**src/rtl/vloop_pkg.sv**
```systemverilog
package vloop_pkg;

    localparam int WORD_W     = 19;
    localparam int NODE_W     = 64;
    localparam int BANK_REGS  = 32;
    localparam int GROUP_REGS = 8;

    typedef enum logic [1:0] {
        ST_IDLE  = 2'd0,
        ST_PRE   = 2'd1,
        ST_ISSUE = 2'd2,
        ST_DRAIN = 2'd3
    } seq_state_e;

    // Packed from MSB to LSB: the last member sits at bit 0.
    typedef struct packed {
        logic       has_pre;   // [18]
        logic       live_out;  // [17]
        logic       fp_file;   // [16]
        logic [1:0] group;     // [15:14]
        logic [7:0] mask;      // [13:6]
        logic [2:0] step_log;  // [5:3]
        logic [2:0] idx_reg;   // [2:0]
    } loop_cfg_t;

    function automatic loop_cfg_t unpack_word(input logic [WORD_W-1:0] w);
        return loop_cfg_t'(w);
    endfunction

endpackage

```
**src/rtl/vloop_decode.sv**
```systemverilog
module vloop_decode
    import vloop_pkg::*;
(
    input  logic [WORD_W-1:0] word,
    output loop_cfg_t         cfg,
    output logic [NODE_W-1:0] node_map
);
    assign cfg = unpack_word(word);

    for (genvar b = 0; b < NODE_W; b++) begin : g_node
        localparam int FILE = b / BANK_REGS;
        localparam int GRP  = (b % BANK_REGS) / GROUP_REGS;
        localparam int LANE = b % GROUP_REGS;
        logic masked;
        assign masked = (cfg.fp_file == 1'(FILE)) && (cfg.group == 2'(GRP)) && cfg.mask[LANE];
        if (b < GROUP_REGS) begin : g_idx
            assign node_map[b] = masked || (cfg.idx_reg == 3'(LANE));
        end else begin : g_plain
            assign node_map[b] = masked;
        end
    end
endmodule

```
**src/rtl/vloop_index.sv**
```systemverilog
module vloop_index #(
    parameter int IDX_W = 16,
    parameter int TAG_W = 4
) (
    input  logic             clk,
    input  logic             rst,
    input  logic             load,
    input  logic [2:0]       step_log,
    input  logic [IDX_W-1:0] limit,
    input  logic             advance,
    output logic [IDX_W-1:0] idx,
    output logic [TAG_W-1:0] tag,
    output logic             last
);
    localparam int SUM_W = IDX_W + 1;

    logic [IDX_W-1:0] idx_q, lim_q;
    logic [TAG_W-1:0] tag_q;
    logic [2:0]       k_q;
    logic [SUM_W-1:0] step_w, nxt;

    assign step_w = SUM_W'(1) << k_q;
    assign nxt    = {1'b0, idx_q} + step_w;
    assign last   = nxt > {1'b0, lim_q};

    always_ff @(posedge clk) begin
        if (rst) begin
            idx_q <= '0;
            lim_q <= '0;
            tag_q <= '0;
            k_q   <= '0;
        end else if (load) begin
            idx_q <= '0;
            tag_q <= '0;
            lim_q <= limit;
            k_q   <= step_log;
        end else if (advance) begin
            idx_q <= nxt[IDX_W-1:0];
            tag_q <= tag_q + TAG_W'(1);
        end
    end

    assign idx = idx_q;
    assign tag = tag_q;
endmodule

```
**src/rtl/vloop_ctrl.sv**
```systemverilog
module vloop_ctrl
    import vloop_pkg::*;
#(
    parameter int TAG_W = 4
) (
    input  logic       clk,
    input  logic       rst,
    input  logic       start_valid,
    input  logic       has_pre,
    input  logic       stall,
    input  logic       pre_end,
    input  logic       body_end,
    input  logic       last,
    output logic       accept,
    output logic       issue,
    output logic       pre_fire,
    output logic       done,
    output seq_state_e state
);
    localparam int MAX_OUT = 1 << TAG_W;
    localparam int CNT_W   = TAG_W + 1;

    seq_state_e       st_q, st_d;
    logic             pre_wait_q;
    logic [CNT_W-1:0] outst_q;
    logic             cap_full, retire, issue_phase;

    assign cap_full    = (outst_q == CNT_W'(MAX_OUT));
    assign retire      = body_end && (outst_q != '0);
    assign accept      = (st_q == ST_IDLE) && start_valid;
    assign issue_phase = (st_q == ST_ISSUE) || ((st_q == ST_PRE) && !pre_wait_q);
    assign issue       = issue_phase && !stall && !cap_full;
    assign pre_fire    = (st_q == ST_PRE) && pre_wait_q && pre_end;

    always_comb begin
        st_d = st_q;
        unique case (st_q)
            ST_IDLE:  if (accept) st_d = has_pre ? ST_PRE : ST_ISSUE;
            ST_PRE:   if (issue && last) st_d = ST_DRAIN;
            ST_ISSUE: if (issue && last) st_d = ST_DRAIN;
            ST_DRAIN: if (retire && outst_q == CNT_W'(1)) st_d = ST_IDLE;
            default:  st_d = ST_IDLE;
        endcase
    end

    always_ff @(posedge clk) begin
        if (rst) begin
            st_q       <= ST_IDLE;
            pre_wait_q <= 1'b0;
            outst_q    <= '0;
            done       <= 1'b0;
        end else begin
            st_q    <= st_d;
            done    <= (st_q == ST_DRAIN) && (st_d == ST_IDLE);
            outst_q <= outst_q + CNT_W'(issue) - CNT_W'(retire);
            if (accept)
                pre_wait_q <= 1'b0;
            else if (st_q == ST_PRE && issue)
                pre_wait_q <= 1'b1;
            else if (pre_fire)
                pre_wait_q <= 1'b0;
        end
    end

    assign state = st_q;
endmodule

```
**src/rtl/vloop_redirect.sv**
```systemverilog
module vloop_redirect #(
    parameter int PC_W  = 32,
    parameter int OFF_W = 8
) (
    input  logic             clk,
    input  logic             rst,
    input  logic             fire,
    input  logic [PC_W-1:0]  mark_pc,
    input  logic [OFF_W-1:0] mark_off,
    output logic             redirect_valid,
    output logic [PC_W-1:0]  redirect_pc
);
    logic [PC_W-1:0] back_bytes;
    assign back_bytes = PC_W'(mark_off) << 2;

    always_ff @(posedge clk) begin
        if (rst) begin
            redirect_valid <= 1'b0;
            redirect_pc    <= '0;
        end else begin
            redirect_valid <= fire;
            if (fire) redirect_pc <= mark_pc - back_bytes;
        end
    end
endmodule

```
**src/rtl/vloop_seq.sv**
```systemverilog
module vloop_seq
    import vloop_pkg::*;
#(
    parameter int IDX_W = 16,
    parameter int PC_W  = 32,
    parameter int OFF_W = 8,
    parameter int TAG_W = 4
) (
    input  logic              clk,
    input  logic              rst,
    input  logic              start_valid,
    input  logic [18:0]       start_word,
    input  logic [IDX_W-1:0]  trip_limit,
    input  logic              stall,
    input  logic              pre_end,
    input  logic [PC_W-1:0]   mark_pc,
    input  logic [OFF_W-1:0]  mark_off,
    input  logic              body_end,
    output logic              issue_valid,
    output logic [IDX_W-1:0]  issue_index,
    output logic [TAG_W-1:0]  issue_tag,
    output logic [2:0]        index_reg,
    output logic [63:0]       node_map,
    output logic              node_live_out,
    output logic              redirect_valid,
    output logic [PC_W-1:0]   redirect_pc,
    output logic              done
);
    loop_cfg_t         dec_cfg;
    logic [NODE_W-1:0] dec_map, map_q;
    logic              live_q;
    logic [2:0]        ireg_q;
    logic              accept, issue, pre_fire, last;
    seq_state_e        state;

    vloop_decode u_dec (
        .word     (start_word),
        .cfg      (dec_cfg),
        .node_map (dec_map)
    );

    vloop_ctrl #(.TAG_W(TAG_W)) u_ctrl (
        .clk         (clk),
        .rst         (rst),
        .start_valid (start_valid),
        .has_pre     (dec_cfg.has_pre),
        .stall       (stall),
        .pre_end     (pre_end),
        .body_end    (body_end),
        .last        (last),
        .accept      (accept),
        .issue       (issue),
        .pre_fire    (pre_fire),
        .done        (done),
        .state       (state)
    );

    vloop_index #(.IDX_W(IDX_W), .TAG_W(TAG_W)) u_idx (
        .clk      (clk),
        .rst      (rst),
        .load     (accept),
        .step_log (dec_cfg.step_log),
        .limit    (trip_limit),
        .advance  (issue),
        .idx      (issue_index),
        .tag      (issue_tag),
        .last     (last)
    );

    // A redirect is only useful while iterations remain.
    vloop_redirect #(.PC_W(PC_W), .OFF_W(OFF_W)) u_redir (
        .clk            (clk),
        .rst            (rst),
        .fire           (pre_fire && (state == ST_PRE)),
        .mark_pc        (mark_pc),
        .mark_off       (mark_off),
        .redirect_valid (redirect_valid),
        .redirect_pc    (redirect_pc)
    );

    always_ff @(posedge clk) begin
        if (rst) begin
            map_q  <= '0;
            live_q <= 1'b0;
            ireg_q <= '0;
        end else if (accept) begin
            map_q  <= dec_map;
            live_q <= dec_cfg.live_out;
            ireg_q <= dec_cfg.idx_reg;
        end
    end

    assign issue_valid   = issue;
    assign node_map      = map_q;
    assign node_live_out = live_q;
    assign index_reg     = ireg_q;
endmodule

```
**config.mk**
```make
export PLATFORM = sky130hd
export DESIGN_NAME = vloop_seq
export DESIGN_NICKNAME = d
export VERILOG_FILES = /design/src/rtl/vloop_pkg.sv /design/src/rtl/vloop_decode.sv /design/src/rtl/vloop_index.sv /design/src/rtl/vloop_ctrl.sv /design/src/rtl/vloop_redirect.sv /design/src/rtl/vloop_seq.sv
export SDC_FILE = /design/constraint.sdc
export NUM_CORES = 1
export LEC_CHECK = 0
export BUFFER_PORTS_ARGS = -buffer_cell sky130_fd_sc_hd__buf_4
export CORE_UTILIZATION = 35
export DETAILED_ROUTE_END_ITERATION = 10
export GPL_TIMING_DRIVEN = 1
export PLACE_DENSITY = 0.62
export SYNTH_ARGS = -nofsm -noshare
export SYNTH_HDL_FRONTEND = slang
export SYNTH_SLANG_ARGS = --single-unit
```
**constraint.sdc**
```tcl
create_clock -name clk -period 3.4 [get_ports clk]
set_input_delay 0.17 -clock clk [delete_from_list [all_inputs] [get_ports clk]]
set_output_delay 0.17 -clock clk [all_outputs]
set_load 0.02 [all_outputs]
```
==> impl_metrics.env <==
export IMPL_die_w_um=147
export IMPL_drive_above_1_share_pct=28.5
export IMPL_critPathSlowestCell="a2111oi_2"
export IMPL_critPathBufInv=2
export IMPL_cts_tree="done"
export IMPL_crit_family="compound AO/OA/AOI/OAI gates"
export IMPL_ant_nets=0
export IMPL_cts_sinks=149
export IMPL_synth_avg_cell_area_um2=8.32
export IMPL_grt_antenna_before_repair=0
export IMPL_initial_utilization_pct=36.0
export IMPL_fill_cells=1938
export IMPL_numCtsBuffers=17
export IMPL_skew_ns=0.0108
export IMPL_post_synth_top_area_fraction_pct=40.7
export IMPL_finalSetupViolCount=3
export IMPL_critPathMaxFanout=4
export IMPL_cts_buffer_depth=2
export IMPL_cts_htree_levels=4
export IMPL_synthDistinctLibCells=62
export IMPL_slew_headroom_pct=25.1
export IMPL_dieArea_um2=21500
export IMPL_dpl_hpwl_um=15700
export IMPL_coreArea_um2=20400
export IMPL_wl_per_cell_um=15.7
export IMPL_crit_type="register to register"
export IMPL_rows=52
export IMPL_syn_to_final_growth_pct=43.2
export IMPL_cap_violations=0
export IMPL_die_y_um=147
export IMPL_critical_path_arrival_ns=3.96
export IMPL_clk_pin_slew_ns=0.07
export IMPL_p_sw_share_pct=29.0
export IMPL_grt_use_total_pct=20.5
export IMPL_num_nets_final=1254
export IMPL_synth_edf_count=0
export IMPL_yosysTopAreaCell="dfxtp_1"
export IMPL_final_hold_violation_count=0
export IMPL_p_per_area_nw_per_um2=460
export IMPL_start_kind="register"
export IMPL_grt_pass1_wl_um=35200
export IMPL_num_vias=7150
export IMPL_yosys_warnings=0
export IMPL_fin_cells=1409
export IMPL_period_minus_slack_ns=3.59
export IMPL_avgViaCountPerCell=5.07
export IMPL_dp_slack_ns=-0.397
export IMPL_status="finished, violations left"
export IMPL_violations="setup timing"
export IMPL_grt_ovfl_total=0
export IMPL_firstDrtPassIters=5
export IMPL_worstMarginPinSlew_ns=1.12
export IMPL_synth_area_top_cells="dfxtp_1 41%, ha_1 7.5%, nand2_1 5.5%, nor2_1 5.3%, a22oi_1 5.1%"
export IMPL_seqPwrFrac_pct=38.9
export IMPL_rsz0062_at_grt="true"
export IMPL_fmaxAchievable_mhz=278
export IMPL_grt_pass1_vias=6803
export IMPL_p_int_mw=3.43
export IMPL_portBuffers=203
export IMPL_drt_wl_total_um=22100
export IMPL_pwr_share_clk_pct=42.2
export IMPL_drt_iter0_drc=289
export IMPL_slew_violations=0
export IMPL_synth_seq_cells=149
export IMPL_synth_cell_area_um2=7330
export IMPL_path_cells="buf_4 > nor3b_2 > ha_2 > buf_6 > a21oi_2 > nand4b_1 > a31o_4 > nand2b_4 > xnor2_4 > ha_4 > a2111oi_4 > o211ai_1 > a2111oi_2 > nor4_2 > a41oi_2 > and4_1"
export IMPL_cts_root_buf="clkbuf_16"
export IMPL_peakVddDrop_mv=0.331
export IMPL_clk_latency_ns=0.42
export IMPL_async_flop_share_pct=0
export IMPL_ioPinCount=204
export IMPL_critPathRequiredTime_ns=3.77
export IMPL_synth_fp_nets=1009
export IMPL_slowest_delay_ns=0.38
export IMPL_grt_max_degree=78
export IMPL_yosysSeqAreaShare_pct=40.7
export IMPL_syn_inst=881
export IMPL_worst_slack_ns=-0.195
export IMPL_drc=0
export IMPL_place_gp_congestion=0.853
export IMPL_p_sw_mw=1.40
export IMPL_largest_reg_flops=64
export IMPL_dp_cells=1342
export IMPL_p_leak_nw=4.57
export IMPL_hp_class="input pin to register"
export IMPL_end_kind="register"
export IMPL_combinationalPowerShare_pct=18.9
export IMPL_synth_flop_cell="dfxtp_1"
export IMPL_min_period_over_period_pct=106
export IMPL_insertedDiodeCount=0
==> metal layers <==
layer,part of all wire (%),vias up,GRT usage [%],routed length (um)
li1,-,3594,-,-
met3,6.6,12,6.38,1460
met4,0.89,0,4.84,196
met2,48,178,34.5,10700
met1,44,3366,25.3,9770
met5,0,-,0,0
==> placed cells by master, fill, tap and decap left out, types with 20 or more instances in the layout <==
master,instances
ha_1,39
o21ai_0,28
xnor2_1,20
a21oi_1,65
a22oi_1,50
nand2_1,106
inv_1,42
nor2_1,103
buf_4,249
dlygate4sd3_1,28
nor3_1,24
dfxtp_1,146
==> area by class of cell <==
class                           count  area (um2)  area share [%]
Multi-Input combinational cell    634        4170            39.8
Sequential cell                   149        2990            28.5
Timing Repair Buffer              282        2210            21.0
Clock buffer                       19         443            4.22
Tap cell                          270         338            3.22
Clock inverter                     13         184            1.75
Inverter                           42         158            1.50
==> final timing paths <==
check,slack [ns],depth (start not counted),startpoint,to
min,0.02,3,trip_limit[11],u_idx.lim_q[11]
max reg2reg,-0.19,16,u_idx.k_q[1],u_ctrl.done
max,-0.19,16,u_idx.k_q[1],u_ctrl.done
min reg2reg,0.45,2,u_redir.redirect_pc[9],u_redir.redirect_pc[9]
==> cells by family (layout without fill, tap and decap cells) <==
kind of cell	after synthesis	count (layout)	share of synthesized area (%)
simple gates	324	324	21.2
compound gates	223	223	20.0
flops	149	149	40.7
buf+inv	98	356	5.04
fa+ha+maj	47	47	8.33
xor+xnor	39	39	4.66
mux	1	1	0.137
==> power groups by stage <==
stage                     logic (mW)  clock network (mW)  registers, mW
after floorplan                0.543                   0           1.93
after global placement         0.847                   0           1.91
after detailed placement       0.854                   0           1.92
after CTS                      0.903                2.08           1.88
after global routing            1.02                2.16           1.89
final                          0.914                2.04           1.88
==> cell usage after synthesis, drive strengths merged, types with 4 or more instances <==
cell type    n
a211oi      10
a21oi       66
a31oi       11
buf         10
nand2      108
nor3b        7
nor2b        7
xor2        18
and3        13
or4          4
dfxtp      149
or3          9
nand4        6
nor3        25
nand2b      11
nor4         8
a22o         8
inv         42
o21a         5
nor2       103
ha          44
o31ai        4
o211ai       4
nand3       10
xnor2       21
clkbuf      46
o21ai       33
a22oi       50
o31a         4
==> through the flow <==
stage	util [%]	power (mW)	area [um2]	setup TNS [ns]	hold slack (ns)
floorplan	-	2.48	7390	-0.121	0.296
global placement	45.9	2.76	9350	-0.959	0.403
detailed placement	45.9	2.77	9350	-1.13	0.412
CTS	51.0	4.86	10400	-0.602	0.00619
global route	51.5	5.07	10500	-1.21	0.0199
finish	51.5	4.83	10500	-0.523	0.0213
==> repair_timing <==
action                                 in CTS  in global routing
endpoints found under the hold margin      28                  0
pin swaps                                  15                 23
hold buffers                               28                  0
resized for setup                          19                 18
buffers inserted                            5                  2
setup endpoints to repair                   3                  3
==> worst register-to-register path, delay by kind of cell, from the launching register on <==
kind | cells | cell delay, ns
AO/OA/AOI/OAI | 6 | 1.40
AND/OR/NAND/NOR | 5 | 0.82
adder cells (fa/ha/maj) | 2 | 0.59
flip-flops | 1 | 0.36
buffers and inverters | 2 | 0.23
XOR/XNOR | 1 | 0.14
No activity file was read; power rests on OpenSTA's default activity.
